File: src/rtl/txring_dma.sv
module txring_dma #(
  parameter int AW    = 32,
  parameter int LEN_W = 12
) (
  input  logic          clk,
  input  logic          rst_n,
  input  logic          csr_we,
  input  logic          csr_addr,
  input  logic [31:0]   csr_wdata,
  output logic [31:0]   csr_rdata,
  output logic          mem_req,
  output logic          mem_we,
  output logic [AW-1:0] mem_addr,
  output logic [31:0]   mem_wdata,
  input  logic          mem_ready,
  input  logic [31:0]   mem_rdata,
  output logic [7:0]    tx_data,
  output logic          tx_valid,
  output logic          tx_last,
  input  logic          tx_ready
);
  localparam logic [31:0] EMPTY_MASK = 32'h8000_0000;
  localparam logic [AW-1:0] OFS_CFG = AW'(4);
  localparam logic [AW-1:0] OFS_NXT = AW'(8);

  typedef enum logic [2:0] {S_IDLE, S_CFG, S_NXT, S_BUF, S_WORD, S_BYTE, S_WB} st_t;
  st_t state;

  logic            run;
  logic [AW-1:0]   ptr, nxt, baddr;
  logic [31:0]     cfg, word;
  logic [LEN_W-1:0] remain;

  wire busy = run || (state != S_IDLE);
  wire ack  = mem_req && mem_ready;
  wire hs   = tx_valid && tx_ready;

  assign csr_rdata = csr_addr ? 32'(ptr) : {31'b0, busy};
  assign tx_valid  = (state == S_BYTE);
  assign tx_data   = word[{baddr[1:0], 3'b000} +: 8];
  assign tx_last   = tx_valid && (remain == LEN_W'(1));

  always_comb begin
    mem_req   = 1'b1;
    mem_we    = 1'b0;
    mem_addr  = ptr;
    mem_wdata = '0;
    case (state)
      S_CFG:  mem_addr = ptr + OFS_CFG;
      S_NXT:  mem_addr = ptr + OFS_NXT;
      S_BUF:  mem_addr = ptr;
      S_WORD: mem_addr = {baddr[AW-1:2], 2'b00};
      S_WB: begin
        mem_we    = 1'b1;
        mem_addr  = ptr + OFS_CFG;
        mem_wdata = cfg | EMPTY_MASK;
      end
      default: mem_req = 1'b0;
    endcase
  end

  always_ff @(posedge clk) begin
    if (!rst_n) begin
      state  <= S_IDLE;
      run    <= 1'b0;
      ptr    <= '0;
      nxt    <= '0;
      baddr  <= '0;
      cfg    <= '0;
      word   <= '0;
      remain <= '0;
    end else begin
      case (state)
        S_IDLE: if (run) state <= S_CFG;
        S_CFG: if (ack) begin
          cfg <= mem_rdata;
          if (mem_rdata[31]) begin
            run   <= 1'b0;
            state <= S_IDLE;
          end else begin
            state <= S_NXT;
          end
        end
        S_NXT: if (ack) begin
          nxt   <= mem_rdata[AW-1:0];
          state <= (cfg[LEN_W-1:0] == '0) ? S_WB : S_BUF;
        end
        S_BUF: if (ack) begin
          baddr  <= mem_rdata[AW-1:0];
          remain <= cfg[LEN_W-1:0];
          state  <= S_WORD;
        end
        S_WORD: if (ack) begin
          word  <= mem_rdata;
          state <= S_BYTE;
        end
        S_BYTE: if (hs) begin
          baddr  <= baddr + AW'(1);
          remain <= remain - LEN_W'(1);
          if (remain == LEN_W'(1))   state <= S_WB;
          else if (baddr[1:0] == 2'b11) state <= S_WORD;
        end
        S_WB: if (ack) begin
          ptr   <= nxt;
          state <= run ? S_CFG : S_IDLE;
        end
        default: state <= S_IDLE;
      endcase
      if (csr_we && !csr_addr) run <= csr_wdata[0];
      if (csr_we && csr_addr && !busy) ptr <= csr_wdata[AW-1:0];
    end
  end
endmodule

File: config.mk
export PLATFORM = sky130hd
export DESIGN_NAME = txring_dma
export DESIGN_NICKNAME = d
export VERILOG_FILES = /design/src/rtl/txring_dma.sv
export SDC_FILE = /design/constraint.sdc
export NUM_CORES = 1
export LEC_CHECK = 0
export ABC_CLOCK_PERIOD_IN_PS = 6500
export BUFFER_PORTS_ARGS = -buffer_cell sky130_fd_sc_hd__buf_4
export CAP_MARGIN = 20
export CORE_MARGIN = 3
export CORE_UTILIZATION = 45
export DETAILED_ROUTE_END_ITERATION = 12
export GPL_TIMING_DRIVEN = 0
export PLACE_DENSITY = 0.63
export SLEW_MARGIN = 25
export SYNTH_ARGS = -nofsm -noshare
export SYNTH_HDL_FRONTEND = slang
export SYNTH_SLANG_ARGS = --single-unit
File: constraint.sdc
create_clock -name clk -period 6.5 [get_ports clk]
set_input_delay 1.3 -clock clk [delete_from_list [all_inputs] [get_ports clk]]
set_output_delay 1.3 -clock clk [all_outputs]
set_load 0.01 [all_outputs]
==> impl_metrics.env, run 1 <==
export IMPL_synthMuxAreaShare_pct=2.55
export IMPL_h_tree_depth=4
export IMPL_cts_tree="done"
export IMPL_internal_power_mw=1.74
export IMPL_drt_first_iter_violations=1371
export IMPL_worst_pin_slew_ns=0.874
export IMPL_power_share_clock_pct=43.4
export IMPL_clock_root_buffer="clkbuf_16"
export IMPL_fmax_mhz=215
export IMPL_clk_path_buf_depth=2
export IMPL_synth_fa_ha_area_share_pct=0.625
export IMPL_grt_pass1_wl_mm=64.6
export IMPL_track_usage_pct=35.0
export IMPL_postCtsSetupRepairBufs=0
export IMPL_fill_cells=2167
export IMPL_crit_required_ns=5.20
export IMPL_overflow=0
export IMPL_fin_util_pct=57.4
export IMPL_grt_max_degree=22
export IMPL_power_switching_share_pct=30.9
export IMPL_power_density_mw_per_mm2=204
export IMPL_syn_num_nets=1465
export IMPL_row_count=53
export IMPL_fin_crit_ns=4.65
export IMPL_syn_avg_cell_area_sq_um=7.20
export IMPL_wl_per_cell_um=23.4
export IMPL_clk_transition_reported_paths_ns=0.09
export IMPL_power_leakage_nw=4.52
export IMPL_fin_crit_sh_pct=71.5
export IMPL_skew_ns=0.0276
export IMPL_synth_compound_area_share_pct=25.4
export IMPL_status="completed"
export IMPL_critPathMaxFanout=9
export IMPL_dp_slack_ns=2.43
export IMPL_synth_edff_count=0
export IMPL_die_w_um=155
export IMPL_ys_types=81
export IMPL_drive_gt1_share_pct=17.9
export IMPL_async_reset_ff_share_pct=0
export IMPL_clock_latency_ns=0.45
export IMPL_switching_power_mw=0.776
export IMPL_synth_top_family_by_area="simple AND/OR/NAND/NOR gates"
export IMPL_vias_per_cell=6.19
export IMPL_dp_hpwl_mm=33.1
export IMPL_grt_pass1_vias=10600
export IMPL_layout_cells_most_common="nand2_1"
export IMPL_hp_class="reg2reg"
export IMPL_hold_violations=0
export IMPL_pwr_share_seq_pct=44.7
export IMPL_holdWs_ns=0.456
export IMPL_irDropWorstVdd_uv=192
export IMPL_worst_ep_arrival_time_ns=3.35
export IMPL_cts_sinks=175
export IMPL_final_max_slew_viol_count=0
export IMPL_seq_area_frac_synth_pct=35.0
export IMPL_antenna_found_initial=0
export IMPL_firstDrtPassIters=6
export IMPL_antennaDiodeCount=0
export IMPL_finalSetupTns_ns=0
export IMPL_die_area_sq_mm=0.0241
export IMPL_cts_resized=0
export IMPL_hold_buffers=0
export IMPL_cp_end_kind="primary output"
export IMPL_synth_xor_area_share_pct=0.525
export IMPL_rsz0062_at_grt="false"
export IMPL_relSlewSlack_pct=41.3
export IMPL_syn_cell_area_sq_mm=0.0100
export IMPL_io_buffers=175
export IMPL_gp_congestion=1.02
export IMPL_drc=0
export IMPL_io_pins=178
export IMPL_criticalPathCategory="reg2out"
export IMPL_wl_mm=43.9
export IMPL_yosys_area_share_simple_pct=30.5
export IMPL_ant_nets=0
export IMPL_yosys_warnings=0
export IMPL_numCtsBuffers=17
export IMPL_maxCapViolCount=0
export IMPL_synth_seq_cells=175
export IMPL_vias=11600
export IMPL_setup_viol=0
export IMPL_critPathLaunchType="register"
export IMPL_fin_nets=1659
export IMPL_area_delta_synth_final_pct=22.8
export IMPL_dieHeight_um=155
export IMPL_p_comb_share_pct=11.8
export IMPL_final_cell_mix="nand2_1, a21oi_1, buf_4, dfxtp_1, nor2_1"
export IMPL_synthCells=1390
export IMPL_power_mw=2.51
export IMPL_initial_core_util_pct=46.7
export IMPL_fin_ws_ns=1.85
export IMPL_synthFlopType="dfxtp_1"
export IMPL_core_area_sq_mm=0.0214
[kinds of logic (layout without fill, tap and decap cells)]
kind of cell	Yosys count	count (layout)
compound gates	420	420
xor+xnor	6	6
fa+ha+maj	5	5
buf+inv	127	334
flops	175	175
mux	15	15
simple gates	642	642
[per-stage QoR]
step | std cells | area [sq um]
detailed placement | 1840 | 11700
global route | 1872 | 12300
CTS | 1872 | 12300
finish | 1872 | 12300
floorplan | 1390 | 10000
global placement | 1840 | 11700
[final timing paths]
check | from | to | slack, ns | cells after the start
max reg2reg | state[2] | remain[8] | 3.98 | 8
max | ptr[3] | mem_addr[29] | 1.85 | 8
min reg2reg | word[26] | word[26] | 0.46 | 2
min | word[26] | word[26] | 0.46 | 2
[metal layers]
layer	global-route usage, %	routed length (um)	up-vias
met5	0	0	-
met3	7.18	4800	103
li1	-	-	5323
met1	49.3	18200	5474
met4	13.2	1580	0
met2	52.8	19300	684
[state kept, by name (all words and copies together), names as in the netlist]
register  count
word         32
remain       12
cfg          31
run           1
state         3
ptr          32
nxt          32
baddr        32
[final cells by class]
class                      count  area (sq um)  area share [%]
inverter                      14          52.6           0.428
tap                          275           344            2.80
timing repair buffer         175          1310            10.7
clock buffer                  17           425            3.46
buffer                       113           487            3.96
sequential                   175          3500            28.5
multi-input combinational   1088          5960            48.5
clock inverter                15           203            1.65
[cell usage after synthesis (4+ instances only)]
cell | instances | area [sq um]
nand2_1 | 317 | 1190
a21oi_1 | 194 | 971
dfxtp_1 | 175 | 3500
nor2_1 | 86 | 323
and2_1 | 72 | 450
clkbuf_1 | 70 | 263
o21ai_0 | 70 | 350
nand3_1 | 46 | 230
a22oi_1 | 42 | 315
buf_2 | 34 | 170
nor3_1 | 27 | 135
a31oi_1 | 18 | 113
and3_1 | 14 | 87.6
o211ai_1 | 14 | 105
nand4_1 | 13 | 81.3
inv_1 | 12 | 45.0
a21o_1 | 11 | 82.6
o22ai_1 | 11 | 68.8
or3_1 | 10 | 62.6
a221o_1 | 9 | 90.1
mux4_2 | 8 | 180
nor4_1 | 8 | 50.1
and4_1 | 7 | 61.3
a211oi_1 | 6 | 45.0
o31ai_1 | 6 | 45.0
a22o_1 | 5 | 43.8
ha_1 | 5 | 62.6
or2_2 | 5 | 31.3
a221oi_1 | 4 | 35.0
buf_1 | 4 | 15.0
mux2_2 | 4 | 45.0
nor3b_1 | 4 | 30.0
xor2_1 | 4 | 35.0
[power groups by stage]
stage | sequential, mW | clock (mW) | combinational (mW)
4_1_cts | 1.12 | 1.09 | 0.290
5_1_grt | 1.12 | 1.13 | 0.316
3_3_place_gp | 1.15 | 0 | 0.287
2_1_floorplan | 1.13 | 0 | 0.146
6_report | 1.12 | 1.09 | 0.298
3_5_place_dp | 1.15 | 0 | 0.289
[worst max-delay path, cell delays in order, from the launching register on]
cell,delay (ns)
dfxtp_1,0.61
ha_1,0.38
nand3_1,0.29
or3_1,0.52
nor2_1,0.43
nand3_1,0.12
a31oi_1,0.26
a21o_1,0.16
buf_4,0.13
No activity file was read; power rests on OpenSTA's default activity.
==> run 2, diff against run 1 <==
--- a/config.mk
+++ b/config.mk
@@ -5,14 +5,15 @@
 export SDC_FILE = /design/constraint.sdc
 export NUM_CORES = 1
 export LEC_CHECK = 0
-export ABC_CLOCK_PERIOD_IN_PS = 6500
+export ABC_AREA = 1
+export ABC_CLOCK_PERIOD_IN_PS = 4500
 export BUFFER_PORTS_ARGS = -buffer_cell sky130_fd_sc_hd__buf_4
 export CAP_MARGIN = 20
 export CORE_MARGIN = 3
 export CORE_UTILIZATION = 45
 export DETAILED_ROUTE_END_ITERATION = 12
 export GPL_TIMING_DRIVEN = 0
-export PLACE_DENSITY = 0.63
+export PLACE_DENSITY = 0.62
 export SLEW_MARGIN = 25
 export SYNTH_ARGS = -nofsm -noshare
 export SYNTH_HDL_FRONTEND = slang
==> constraint.sdc (replaced) <==
create_clock -name clk -period 4.5 [get_ports clk]
set_input_delay 0.9 -clock clk [delete_from_list [all_inputs] [get_ports clk]]
set_output_delay 0.9 -clock clk [all_outputs]
set_load 0.01 [all_outputs]
==> run 2 against run 1 <==
  * Combinational power grew to 7.9 times the previous value
  * Sequential power is 76% higher
  * Worst hold slack worse by 0.0031 ns
  * Critical path depth stayed put
  * Non-clock buffer count is 4 lower
  * Largest cell class unchanged
  * Routed wire length is 0.34% higher
==> impl_metrics.env, run 2 <==
export IMPL_status="completed"
export IMPL_grt_pass1_vias=11600
export IMPL_initial_core_util_pct=46.4
export IMPL_ys_types=40
export IMPL_firstDrtPassIters=6
export IMPL_synthCells=1773
export IMPL_clock_root_buffer="clkbuf_16"
export IMPL_fin_cells=2293
export IMPL_fmax_mhz=273
export IMPL_worst_pin_slew_ns=0.791
export IMPL_yosys_warnings=0
export IMPL_h_tree_depth=4
export IMPL_synth_top_cell_area_share_pct=32.8
export IMPL_row_count=55
export IMPL_place_area_sq_mm=0.0124
export IMPL_final_max_slew_viol_count=0
export IMPL_dp_hpwl_mm=34.7
export IMPL_cts_tree="done"
export IMPL_hp_class="reg2reg"
export IMPL_cts_sinks=175
export IMPL_whs_endpoint="cfg[15]"
export IMPL_numCtsBuffers=17
export IMPL_worst_ep_arrival_time_ns=2.76
export IMPL_antennaDiodeCount=0
export IMPL_vias_per_cell=5.57
export IMPL_power_leakage_nw=5.27
export IMPL_hold_violations=0
export IMPL_die_area_sq_mm=0.0256
export IMPL_hold_start="cfg[15]"
export IMPL_critPathMaxFanout=10
export IMPL_holdPathStages=2
export IMPL_synth_seq_cells=175
export IMPL_finalSetupTns_ns=0
export IMPL_syn_num_nets=1848
export IMPL_drt_first_iter_violations=1414
export IMPL_grt_max_degree=20
export IMPL_yosys_top_cells_count="nand2_1, nor2_1, inv_1"
export IMPL_final_cell_mix="nand2_1, nor2_1, buf_4, inv_1, dfxtp_1"
export IMPL_fin_crit_ns=3.66
export IMPL_core_area_sq_mm=0.0230
export IMPL_power_mw=5.81
export IMPL_skew_ns=0.0185
export IMPL_setup_viol=0
export IMPL_io_buffers=175
export IMPL_synth_top_area_cell="dfxtp_1"
export IMPL_maxCapViolCount=0
export IMPL_synthFlopType="dfxtp_1"
export IMPL_crit_required_ns=3.60
export IMPL_vias=12800
export IMPL_clk_path_buf_depth=2
export IMPL_reg2reg_to="baddr[18]"
export IMPL_irDropWorstVdd_uv=308
export IMPL_power_density_mw_per_mm2=448
export IMPL_syn_cell_area_sq_mm=0.0107
export IMPL_synth_most_common_cell="nand2_1"
export IMPL_fin_crit_sh_pct=81.3
export IMPL_grt_pass1_wl_mm=66.6
export IMPL_clk_transition_reported_paths_ns=0.08
export IMPL_fin_nets=2042
export IMPL_postCtsSetupRepairBufs=0
export IMPL_wl_per_cell_um=19.2
export IMPL_area_delta_synth_final_pct=21.5
export IMPL_cts_resized=0
export IMPL_cp_end_kind="primary output"
export IMPL_syn_avg_cell_area_sq_um=6.02
export IMPL_ant_nets=0
export IMPL_gp_congestion=1.01
export IMPL_wl_mm=44.0
export IMPL_die_w_um=160
export IMPL_r2r_start="baddr[1]"
export IMPL_drc=0
export IMPL_io_pins=178
export IMPL_worstRegToRegCells=10
export IMPL_relSlewSlack_pct=47.3
export IMPL_criticalPathCategory="reg2out"
export IMPL_clock_latency_ns=0.44
export IMPL_rsz0062_at_grt="false"
export IMPL_drive_gt1_share_pct=14.1
export IMPL_async_reset_ff_share_pct=0
export IMPL_timing_reg2reg_setup_slack_ns=2.32
export IMPL_hold_buffers=0
export IMPL_layout_cells_most_common="nand2_1"
export IMPL_seq_area_frac_synth_pct=32.8
export IMPL_overflow=0
export IMPL_track_usage_pct=33.3
export IMPL_critPathLaunchType="register"
export IMPL_synth_edff_count=0
export IMPL_antenna_found_initial=0
export IMPL_placedCellCount=2261
export IMPL_synth_area_leaders="dfxtp_1, nand2_1, a21oi_1"
export IMPL_design_area_sq_mm=0.0130
export IMPL_dieHeight_um=160
[run 2: cell families (layout without fill, tap and decap cells)]
kind of cell               after synthesis  after routing  synth area share [%]
buffers and inverters                  299            506                  11.4
adders and majority gates                5              5                 0.586
DFF                                    175            175                  32.8
and+or+nand+nor                        905            905                  35.5
AOI/OAI and AO/OA                      385            385                  19.4
xor gates and xnor gates                 4              4                 0.328
[run 2: worst max-delay path, stage by stage (launching register included)]
cell and delay [ns]:
dfxtp_1 0.30, buf_2 0.22, nor2_1 0.10, nand2_2 0.27
clkinv_1 0.33, nor2_1 0.39, a22oi_1 0.20, o21ai_0 0.32
buf_4 0.19
[run 2: final cells by class]
class	count	area (sq um)
fillers	2390	10000
multi-input cells	1299	5960
flip-flops and latches	175	3500
repair buffers	175	1310
inverters	190	713
plain buffers	109	503
clock buffers	18	429
well taps	313	392
clock inverters	14	158
[run 2: per-stage QoR]
stage | hold WS, ns | worst slack, ns | util, %
4_1_cts | 0.457 | 0.911 | 56.4
6_report | 0.453 | 0.841 | 56.4
2_1_floorplan | 0.430 | 1.96 | -
3_5_place_dp | 0.445 | 1.38 | 53.9
3_3_place_gp | 0.441 | 1.37 | 53.9
5_1_grt | 0.473 | 0.692 | 56.4
[run 2: how the worst max path moves through the flow]
stage / startpoint / to / slack (ns) / depth (start not counted)
after floorplan: csr_addr / csr_rdata[0] / 1.96 / 4
after global placement: state[0] / mem_addr[10] / 1.37 / 8
after detailed placement: state[0] / mem_addr[10] / 1.38 / 8
after CTS: state[0] / mem_addr[10] / 0.91 / 8
after global routing: state[0] / mem_addr[10] / 0.69 / 8
final: state[0] / mem_addr[10] / 0.84 / 8
[run 2: power breakdown]
part / total [mW] / switching (mW) / internal (mW)
clock network: 1.48 / 0.735 / 0.746
logic: 2.35 / 1.60 / 0.753
registers: 1.97 / 0.198 / 1.77
[run 2: metal layers]
layer,up-vias,GRT usage [%],wire length (um)
li1,6184,-,-
met2,690,52.1,19200
met1,5790,46.1,19000
met4,0,14.2,1960
met5,-,0,0
met3,104,4.64,3830
==> run 3, diff against run 2 <==
--- a/config.mk
+++ b/config.mk
@@ -6,14 +6,14 @@
 export NUM_CORES = 1
 export LEC_CHECK = 0
 export ABC_AREA = 1
-export ABC_CLOCK_PERIOD_IN_PS = 4500
+export ABC_CLOCK_PERIOD_IN_PS = 3000
 export BUFFER_PORTS_ARGS = -buffer_cell sky130_fd_sc_hd__buf_4
 export CAP_MARGIN = 20
 export CORE_MARGIN = 3
 export CORE_UTILIZATION = 45
 export DETAILED_ROUTE_END_ITERATION = 12
 export GPL_TIMING_DRIVEN = 0
-export PLACE_DENSITY = 0.62
+export PLACE_DENSITY = 0.65
 export SLEW_MARGIN = 25
 export SYNTH_ARGS = -nofsm -noshare
 export SYNTH_HDL_FRONTEND = slang
==> constraint.sdc (replaced) <==
create_clock -name clk -period 3 [get_ports clk]
set_input_delay 0.6 -clock clk [delete_from_list [all_inputs] [get_ports clk]]
set_output_delay 0.6 -clock clk [all_outputs]
set_load 0.01 [all_outputs]
==> run 3 against run 2 <==
  * Sequential power grew 52%
  * Cell area grew 1.4%
  * Clock power rose by 61%
  * Clock skew decreased by 0.0049 ns
  * Via count up 0.25%
  * Worst hold slack got worse by 0.020 ns
  * Die area stayed put
  * Register-to-register slack got worse by 1.4 ns
  * Global-route usage grew 0.16 points
  * Flip-flop and latch count unchanged
  * Highest routed layer is now met5
  * Largest cell class unchanged
==> impl_metrics.env, run 3 (synthesis gave the netlist of run 2 again) <==
export IMPL_fin_cells=2290
export IMPL_antenna_found_initial=1
export IMPL_layout_cells_most_common="nand2_1"
export IMPL_clock_root_buffer="clkbuf_16"
export IMPL_die_w_um=160
export IMPL_firstDrtPassIters=6
export IMPL_core_area_sq_mm=0.0230
export IMPL_r2r_start="state[0]"
export IMPL_path_delay_family="buffers and inverters"
export IMPL_power_leakage_nw=5.33
export IMPL_clock_latency_ns=0.46
export IMPL_fin_crit_ns=2.91
export IMPL_cts_tree="done"
export IMPL_dp_slack_ns=0.194
export IMPL_grt_pass1_vias=11600
export IMPL_clk_transition_reported_paths_ns=0.08
export IMPL_row_count=55
export IMPL_io_buffers=175
export IMPL_critPathLaunchType="register"
export IMPL_fill_cells=2433
export IMPL_wl_mm=44.3
export IMPL_skew_ns=0.0137
export IMPL_hold_start="csr_wdata[0]"
export IMPL_relSlewSlack_pct=48.2
export IMPL_grt_max_degree=23
export IMPL_crit_slowest_cell="dfxtp_1"
export IMPL_whs_endpoint="run"
export IMPL_switching_power_mw=3.97
export IMPL_timing_reg2reg_setup_slack_ns=0.88
export IMPL_critPathMaxFanout=10
export IMPL_dieHeight_um=160
export IMPL_worst_ep_arrival_time_ns=2.31
export IMPL_maxCapViolCount=0
export IMPL_cp_depth=9
export IMPL_power_density_mw_per_mm2=685
export IMPL_gp_congestion=1.02
export IMPL_holdPathStages=3
export IMPL_die_area_sq_mm=0.0256
export IMPL_wl_per_cell_um=19.3
export IMPL_h_tree_depth=4
export IMPL_pwr_share_seq_pct=33.3
export IMPL_cpPeakStageDelay_ns=0.30
export IMPL_power_mw=9.01
export IMPL_dp_hpwl_mm=34.9
export IMPL_drc=0
export IMPL_numCtsBuffers=17
export IMPL_final_cell_mix="nand2_1, nor2_1, buf_4, inv_1, a21oi_1"
export IMPL_worst_pin_slew_ns=0.777
export IMPL_hold_violations=0
export IMPL_crit_start="state[1]"
export IMPL_criticalPathCategory="reg2out"
export IMPL_vias=12800
export IMPL_placedCellCount=2261
export IMPL_p_comb_share_pct=40.2
export IMPL_setup_viol=0
export IMPL_ant_nets=0
export IMPL_internal_power_mw=5.04
export IMPL_initial_core_util_pct=46.4
export IMPL_area_delta_synth_final_pct=23.1
export IMPL_fin_crit_sh_pct=97.2
export IMPL_hp_class="in2reg"
export IMPL_cp_end_kind="primary output"
export IMPL_critPathBufInv=5
export IMPL_power_share_clock_pct=26.6
export IMPL_fin_ws_ns=0.0850
export IMPL_crit_required_ns=2.40
export IMPL_overflow=0
export IMPL_irDropWorstVdd_uv=498
export IMPL_fin_nets=2039
export IMPL_clk_path_buf_depth=2
export IMPL_track_usage_pct=33.5
export IMPL_cts_sinks=175
export IMPL_power_switching_share_pct=44.1
export IMPL_worstRegToRegCells=8
export IMPL_crit_path_cell_trace="clkbuf_4 -> nor2_2 -> nand2_4 -> clkinv_2 -> buf_4 -> clkbuf_4 -> nand2_1 -> o2111ai_1 -> buf_4"
export IMPL_drt_first_iter_violations=1238
export IMPL_drive_gt1_share_pct=16.1
export IMPL_io_pins=178
export IMPL_vias_per_cell=5.59
export IMPL_grt_pass1_wl_mm=66.8
export IMPL_fmax_mhz=343
export IMPL_antennaDiodeCount=0
export IMPL_final_max_slew_viol_count=0
export IMPL_reg2reg_to="baddr[15]"
export IMPL_hold_buffers=0
export IMPL_status="completed"
## run 3: area by class of cell
cell class              instances  area (sq um)  area share, %
clock inverters                15           218           1.66
clock buffers                  17           425           3.24
inverters                     190           714           5.44
multi-input cells            1299          6030           45.9
flip-flops and latches        175          3530           26.9
well taps                     313           392           2.98
repair buffers                178          1340           10.2
plain buffers                 103           498           3.79
## run 3: power by group through the flow
stage / Sequential, mW / Combinational [mW] / Clock, mW
global placement: 2.99 / 3.45 / 0
global route: 3.02 / 3.95 / 2.50
floorplan: 2.87 / 2.23 / 0
detailed placement: 2.99 / 3.47 / 0
finish: 3.00 / 3.62 / 2.39
CTS: 2.96 / 3.52 / 2.41
## run 3: routing by layer
metal	up-vias	share of wire [%]	track usage [%]
met2	685	43	52.3
met5	-	0.029	0
met4	2	5.0	15.9
met3	104	9.1	5.65
met1	5820	42	45.0
li1	6189	-	-
## run 3: worst max-delay path by stage
stage | end | slack, ns
after floorplan | mem_addr[31] | 0.89
after CTS | mem_addr[19] | 0.0005
final | mem_addr[8] | 0.09
after detailed placement | mem_addr[10] | 0.19
after global placement | mem_addr[10] | 0.1
after global routing | mem_addr[25] | -0.02
## run 3: through the flow
step	setup TNS [ns]	hold WS (ns)	utilization, %	instance area, sq um
after floorplan	0	0.430	-	10700
after global placement	0	0.442	53.9	12400
after global routing	-0.0276	0.441	57.2	13100
after CTS	0	0.424	56.8	13100
after detailed placement	0	0.449	53.9	12400
final	0	0.433	57.2	13100
## run 3: what timing repair did
action | in CTS | in global routing
setup endpoints to repair | 30 | 29
setup buffers | 1 | 2
endpoints found under the hold margin | 0 | 0
pin swaps | 1 | 2
resized for setup | 12 | 39
## run 3: worst register-to-register path: cells and delay by family (launching register included)
| family | cells | cell delay (ns) |
|---|---|---|
| AO/OA/AOI/OAI | 2 | 0.34 |
| buffers and inverters | 2 | 0.65 |
| flip-flops | 1 | 0.31 |
| AND/OR/NAND/NOR | 4 | 0.75 |
